<file path="config.mk">
export PLATFORM = sky130hd
export DESIGN_NAME = xcvr_enable_ctrl
export DESIGN_NICKNAME = d
export VERILOG_FILES = /design/src/rtl/xcvr_pkg.sv /design/src/rtl/xcvr_pwrup_gate.sv /design/src/rtl/xcvr_lane.sv /design/src/rtl/xcvr_enable_ctrl.sv
export SDC_FILE = /design/constraint.sdc
export NUM_CORES = 1
export LEC_CHECK = 0
export BUFFER_PORTS_ARGS = -buffer_cell sky130_fd_sc_hd__buf_2
export CAP_MARGIN = 20
export CORE_UTILIZATION = 35
export CTS_CLUSTER_DIAMETER = 40
export CTS_CLUSTER_SIZE = 30
export DETAILED_ROUTE_END_ITERATION = 10
export PLACE_DENSITY = 0.93
export SLEW_MARGIN = 40
export SYNTH_ARGS = -nofsm -noshare
export SYNTH_HDL_FRONTEND = slang
export SYNTH_SLANG_ARGS = --single-unit
</file>
<file path="constraint.sdc">
create_clock -name clk -period 2.7 [get_ports clk]
set_input_delay 0.27 -clock clk [delete_from_list [all_inputs] [get_ports clk]]
set_output_delay 0.27 -clock clk [all_outputs]
set_load 0.1 [all_outputs]
</file>
<file path="src/rtl/xcvr_pkg.sv">
package xcvr_pkg;
    typedef enum logic [1:0] {
        GATE_LOCKED = 2'd0,
        GATE_ARMED  = 2'd1,
        GATE_LIVE   = 2'd2
    } gate_state_t;
endpackage

</file>
<file path="src/rtl/xcvr_pwrup_gate.sv">
module xcvr_pwrup_gate
    import xcvr_pkg::*;
(
    input  logic clk,
    input  logic rst_n,
    input  logic oe_n,
    output logic live
);
    gate_state_t state_q;
    gate_state_t state_d;

    // state register
    always_ff @(posedge clk or negedge rst_n) begin
        if (!rst_n) begin
            state_q <= GATE_LOCKED;
        end else begin
            state_q <= state_d;
        end
    end

    // transitions
    always_comb begin
        state_d = state_q;
        unique case (state_q)
            GATE_LOCKED: if (oe_n)  state_d = GATE_ARMED;
            GATE_ARMED:  if (!oe_n) state_d = GATE_LIVE;
            GATE_LIVE:   state_d = GATE_LIVE;
            default:     state_d = GATE_LOCKED;
        endcase
    end

    // outputs
    always_comb begin
        live = (state_q == GATE_LIVE);
    end
endmodule

</file>
<file path="src/rtl/xcvr_lane.sv">
module xcvr_lane #(
    parameter int WIDTH = 9
) (
    input  logic             live,
    input  logic             oe_n,
    input  logic             dir,
    input  logic [WIDTH-1:0] a_in,
    input  logic [WIDTH-1:0] b_in,
    input  logic             tst_en,
    input  logic             tst_a_oe,
    input  logic             tst_b_oe,
    input  logic [WIDTH-1:0] tst_a_out,
    input  logic [WIDTH-1:0] tst_b_out,
    output logic             a_oe,
    output logic             b_oe,
    output logic [WIDTH-1:0] a_out,
    output logic [WIDTH-1:0] b_out
);
    logic pass;
    logic drive_a;
    logic drive_b;

    always_comb begin
        pass    = live & ~oe_n;
        drive_a = pass & ~dir;
        drive_b = pass & dir;
        if (tst_en) begin
            a_oe  = tst_a_oe;
            b_oe  = tst_b_oe;
            a_out = tst_a_out;
            b_out = tst_b_out;
        end else begin
            a_oe  = drive_a;
            b_oe  = drive_b;
            a_out = drive_a ? b_in : '0;
            b_out = drive_b ? a_in : '0;
        end
    end
endmodule

</file>
<file path="src/rtl/xcvr_enable_ctrl.sv">
module xcvr_enable_ctrl #(
    parameter int GROUPS = 2,
    parameter int WIDTH  = 9,
    localparam int BUS_W = GROUPS * WIDTH
) (
    input  logic              clk,
    input  logic              rst_n,
    input  logic [GROUPS-1:0] grp_oe_n,
    input  logic [GROUPS-1:0] grp_dir,
    input  logic [BUS_W-1:0]  a_in,
    input  logic [BUS_W-1:0]  b_in,
    output logic [BUS_W-1:0]  a_out,
    output logic [BUS_W-1:0]  b_out,
    output logic [GROUPS-1:0] a_oe,
    output logic [GROUPS-1:0] b_oe,
    input  logic              tst_en,
    input  logic [GROUPS-1:0] tst_a_oe,
    input  logic [GROUPS-1:0] tst_b_oe,
    input  logic [BUS_W-1:0]  tst_a_out,
    input  logic [BUS_W-1:0]  tst_b_out
);
    logic [GROUPS-1:0] live;

    for (genvar g = 0; g < GROUPS; g++) begin : g_grp
        xcvr_pwrup_gate u_gate (
            .clk   (clk),
            .rst_n (rst_n),
            .oe_n  (grp_oe_n[g]),
            .live  (live[g])
        );

        xcvr_lane #(.WIDTH(WIDTH)) u_lane (
            .live      (live[g]),
            .oe_n      (grp_oe_n[g]),
            .dir       (grp_dir[g]),
            .a_in      (a_in[g*WIDTH +: WIDTH]),
            .b_in      (b_in[g*WIDTH +: WIDTH]),
            .tst_en    (tst_en),
            .tst_a_oe  (tst_a_oe[g]),
            .tst_b_oe  (tst_b_oe[g]),
            .tst_a_out (tst_a_out[g*WIDTH +: WIDTH]),
            .tst_b_out (tst_b_out[g*WIDTH +: WIDTH]),
            .a_oe      (a_oe[g]),
            .b_oe      (b_oe[g]),
            .a_out     (a_out[g*WIDTH +: WIDTH]),
            .b_out     (b_out[g*WIDTH +: WIDTH])
        );
    end
endmodule

</file>
[Yosys cells after proc, flatten, opt, wreduce, memory -nomap -nowiden]
Index checks and enable logic that the tools add are counted.
Storage, ports and cells
  register bits: 4
  output and inout bits: 40
  logic and storage cells: 42
Cells by class
  equal/unequal tests: 8
  mux-type cells: 18
  bitwise logic cells: 10
  reductions and logical operators: 4
Operators with widths (number)
  9-bit 2-to-1 mux: 8
  2-bit case mux with 3 select lines: 2
  2-bit 2-to-1 mux: 4
  2-bit != test, second input constant: 4
  1-bit bitwise AND: 6
  2-bit by 1-bit equality test with 1-bit output, second input constant: 2
  2-bit equality test, second input constant: 2
  2-bit logical NOT: 2
  1-bit 2-to-1 mux: 4
  1-bit NOT: 4
  2-bit AND reduction: 2

[Logic depth before layout (Yosys ltp)]
  depth in word-level cells: 5
  gate-level depth with buffers: 5
  mapped depth without buffers: 4

[By module]
From an unflattened synthesis, not the netlist that was laid out.
Second synthesis, totals
  cells, all modules: 130
  area total of the unflattened synthesis: 965.9 sq um
By module, submodules not included
  xcvr_lane: instances 2, cells an instance 54, area each 342.8 sq um, sequential area each 0.0 sq um
  xcvr_pwrup_gate: instances 2, cells an instance 11, area each 140.1 sq um, sequential area each 50.0 sq um

[Worst setup path after synthesis]
OpenSTA, ideal clock, no wires.
  kind: register to output
  from: register g_grp[1].u_gate.state_q[0]
  to: output b_out[10]
  arrival time: 2.975 ns
  slack: -0.545 ns
  stages on the path, launching flop included: 5
  path through: dfrtp_1 -> inv_1 -> ha_1 -> nand3b_1 -> o21ai_0
On the way
  word-level cells in the longest chain between the ends: 5
RTL lines
  from (decl): RTL line xcvr_pwrup_gate.sv:9  | gate_state_t state_q;
  from (signal assigned): RTL line xcvr_pwrup_gate.sv:17  | state_q <= state_d;
  2-bit equality test: RTL line xcvr_pwrup_gate.sv:34  | live = (state_q == GATE_LIVE);
  1-bit bitwise AND: RTL line xcvr_lane.sv:24  | pass = live & ~oe_n;
  1-bit bitwise AND: RTL line xcvr_lane.sv:26  | drive_b = pass & dir;
  9-bit 2-to-1 mux: RTL line xcvr_lane.sv:36  | b_out = drive_b ? a_in : '0;
  9-bit 2-to-1 mux: RTL line xcvr_lane.sv:27  | if (tst_en) begin
  to (decl): RTL line xcvr_enable_ctrl.sv:13  | output logic [BUS_W-1:0] b_out,
Every way passes these cells.

[Worst setup path after layout]
  from: register g_grp[0].u_gate.state_q[0]
  to: output a_oe[0]
On the way
  word-level cells in the longest chain between the ends: 4
RTL lines
  from (decl): RTL line xcvr_pwrup_gate.sv:9
  from (signal assigned): RTL line xcvr_pwrup_gate.sv:17
  2-bit equality test: RTL line xcvr_pwrup_gate.sv:34
  1-bit bitwise AND: RTL line xcvr_lane.sv:24
  1-bit bitwise AND: RTL line xcvr_lane.sv:25  | drive_a = pass & ~dir;
  1-bit 2-to-1 mux: RTL line xcvr_lane.sv:27
  to (decl): RTL line xcvr_enable_ctrl.sv:14  | output logic [GROUPS-1:0] a_oe,
Every way passes these cells.

==> summary by stage <==
Power and ir drop
For this design the static power due to leakage is 0.930 nW. The power per unit of standard cell area is 600 nW/µm². The worst-case IR drop observed on VDD is 0.000388 V.

CTS
TritonCTS built the clock tree. The root buffer cell is sky130_fd_sc_hd__clkbuf_4. Clock tree synthesis inserted a total of 3 buffers. The maximum count of clock buffers along a single path is 2. The count of H-tree levels built during CTS is 1. The clock network latency to the later pin of the worst-skew pair is 0.23 ns. The post-CTS setup repair buffer count is 0. The TritonCTS sink count is 4.

The clock input transition at the sequential cells of the worst setup and hold paths is 0.04 ns.

Floorplan
The top-level I/O count is 123. The core region is 2590 µm². The die area is 3060 µm². The die outline height is 55.3 µm.

In this run the core area contains 18 standard-cell rows. The die is 55.3 µm wide. For this configuration, the core starts out at a cell density of 38.4%.

Flow run
The number of max-cap violations is 0.

Layout
After filler insertion, the fill cell instance count of the layout stands at 248. The register ranked first by flip-flop count is g_grp.u_gate.state_q. The register with the most flip-flops in the layout has 4 of them.

The post-route netlist has 52.2% of its cells at a drive strength greater than 1. The total area of sequential cells is 100 µm². The antenna diode count is 0. The area occupied by multi-input gates is 798 µm². The largest registers in the layout are g_grp.u_gate.state_q: 4 flops.

The post-synthesis to final-layout area growth is 62.3%. The most common library cell in the layout ignoring fill and taps is sky130_fd_sc_hd__buf_2. The net count of the finished layout is 342. In the layout the commonest cells are sky130_fd_sc_hd__buf_2 (122), sky130_fd_sc_hd__nand2_1 (20), sky130_fd_sc_hd__o21ai_0 (19).

Run status
The run finished with clean final reports.

STA
The transition time of the tightest slew-check pin is 0.662 ns. The count of final hold-check violations is 0. The slack of the critical path is 0.449 ns. In the finished design, the share of the clock period the worst path needs comes to 83.4%. Setup repair after global routing left no endpoint under its margin.

Setup violations remaining at the end of the flow were counted as 0. Static timing analysis puts the maximum clock frequency at 0.444 GHz. The setup skew after layout is 0.0000276 ns.

The final-report max-slew violation count is 0. The clock period could shrink to 2.25 ns. The normalized max-slew margin is 55.8%. The setup total negative slack is 0 ns. The worst hold slack is 0.369 ns.

Drt
For this block, the initial DRC count from the detailed router was 56. The first-pass detailed-route iteration total is 6. After detailed routing, the number of remaining DRC violations is 0. The wire length per cell after detailed routing is 11.4 µm. The per-cell via count in the routed design is 4.76. Summed over all layers, the routed wires come to 3170 µm.

The residual antenna-violating net count after detailed routing is 0. The number of vias in the routed layout is 1329.

Logic synthesis
The synthesized netlist occupies a cell area of 995 µm². The synthesized design contains 4 register bits. The top cell type by area accounts for 15.8% of the synthesized area.

The top cell type by total area after synthesis is sky130_fd_sc_hd__a22o_1. By area the synthesized netlist is led by sky130_fd_sc_hd__a22o_1 (16%), sky130_fd_sc_hd__nand2b_1 (11%), sky130_fd_sc_hd__nor2b_1 (11%). Sequential elements use 10.1% of the synthesized area.

The Yosys warning count is 0. The number of distinct library cells after synthesis is 17. The number of nets in the synthesized netlist is 225. A synthesized cell averages 7.42 µm².

The number of instances in the synthesized netlist is 134.

Place
In this run the tool buffered the top-level ports with 122 buffer cells. Timing analysis after detailed placement gives a worst setup slack of 0.697 ns. The post-DP HPWL is 2610 µm.

At the end of routability-driven placement, the weighted congestion stood at 0.723.

GRT
Entering global routing, the biggest net connects 46 pins. The global-route track usage on met2 is 40.4%. Global routing finished with a remaining overflow of 0. The combined global-route utilization of all metal layers is 19.6%. The met1 global-route usage is 19.0%.

The via count of the first global-routing pass is 1179. The global routing met3 resource utilization is 3.98%. The number of antenna violations at the first check in global routing is 0. The layer with the highest usage after global routing is met2.

The first global-routing pass estimated 4920 µm of wire.

Critical path
The kind of start point of the critical path is a flip-flop. In this run the worst path has a maximum fanout of 10. At the worst endpoint, the arrival time is 1.98 ns.

The data required time at the worst endpoint is 2.43 ns. The class of the most critical setup path is reg -> out. The worst setup path is captured at a primary output.

Min path
In this run the worst hold path is classified as in -> async.
## per-stage QoR
step	cells	cell area (µm²)	power (mW)	util (%)
3_5_place_dp	275	1580	0.900	61.1
2_1_floorplan	134	995	0.748	-
4_1_cts	279	1610	0.978	62.3
6_report	279	1610	0.969	62.3
5_1_grt	279	1610	1.04	62.3
3_3_place_gp	275	1580	0.872	61.1
## power breakdown
group          switching, mW  total (mW)  internal (mW)
clock                 0.0238      0.0735         0.0497
combinational          0.568       0.781          0.213
sequential            0.0218       0.115         0.0930
total                  0.613       0.969          0.355
## repair_timing
item,4_1_cts,5_1_grt
gates resized for setup,0,0
hold endpoints to repair,4,0
hold buffers,1,0
## synthesized netlist by cell type, drive strengths merged
cell type and count:
nor2b 18, clkbuf 1, nand2b 18, mux2i 2, nor3b 2, ha 8, o21ai 20, nand3b 2
inv 4, mux2 6, dfrtp 4, buf 11, a22o 18, nand2 20
## path summary, 6_finish.rpt
path	from	end	slack [ns]	cells after the start
worst max-delay path	g_grp[0].u_gate.state_q[0]	a_oe[0]	0.45	5
worst min-delay path	rst_n	g_grp[0].u_gate.state_q[0]	0.37	2
worst max register to register	g_grp[1].u_gate.state_q[1]	g_grp[1].u_gate.state_q[1]	1.37	4
worst min register to register	g_grp[1].u_gate.state_q[0]	g_grp[1].u_gate.state_q[0]	0.52	1
max in group asynchronous	rst_n	g_grp[1].u_gate.state_q[0]	2.21	2
min in group clk	g_grp[1].u_gate.state_q[0]	g_grp[1].u_gate.state_q[0]	0.52	1
## cell type report
cell class	instances	share of cell area, %
repair buffers	124	39.7
clock buffers	3	1.40
well taps	30	2.33
multi-input cells	114	49.5
inverters	4	0.930
flip-flops and latches	4	6.20
## cells by family (layout without fill, tap and decap cells)
| group | Yosys count | after routing | share of synthesized area [%] |
|---|---|---|---|
| AOI/OAI and AO/OA | 38 | 38 | 25.9 |
| and+or+nand+nor | 60 | 60 | 35.5 |
| buffers and inverters | 16 | 131 | 9.68 |
| muxes | 8 | 8 | 8.80 |
| adders and majority gates | 8 | 8 | 10.1 |
| DFF | 4 | 4 | 10.1 |
## layer usage
metal	up-vias	part of all wire (%)
met2	64	56
met3	3	6.7
met5	-	0
met4	0	0.79
met1	573	37
li1	689	-
## critical path: stages (launching register included)
cell and delay, ns:
sky130_fd_sc_hd__dfrtp_1 0.38, sky130_fd_sc_hd__inv_1 0.11, sky130_fd_sc_hd__ha_1 0.18, sky130_fd_sc_hd__nor3b_4 0.41
sky130_fd_sc_hd__mux2_2 0.23, sky130_fd_sc_hd__buf_2 0.42
Note: power is estimated with default switching activity, not from simulation.
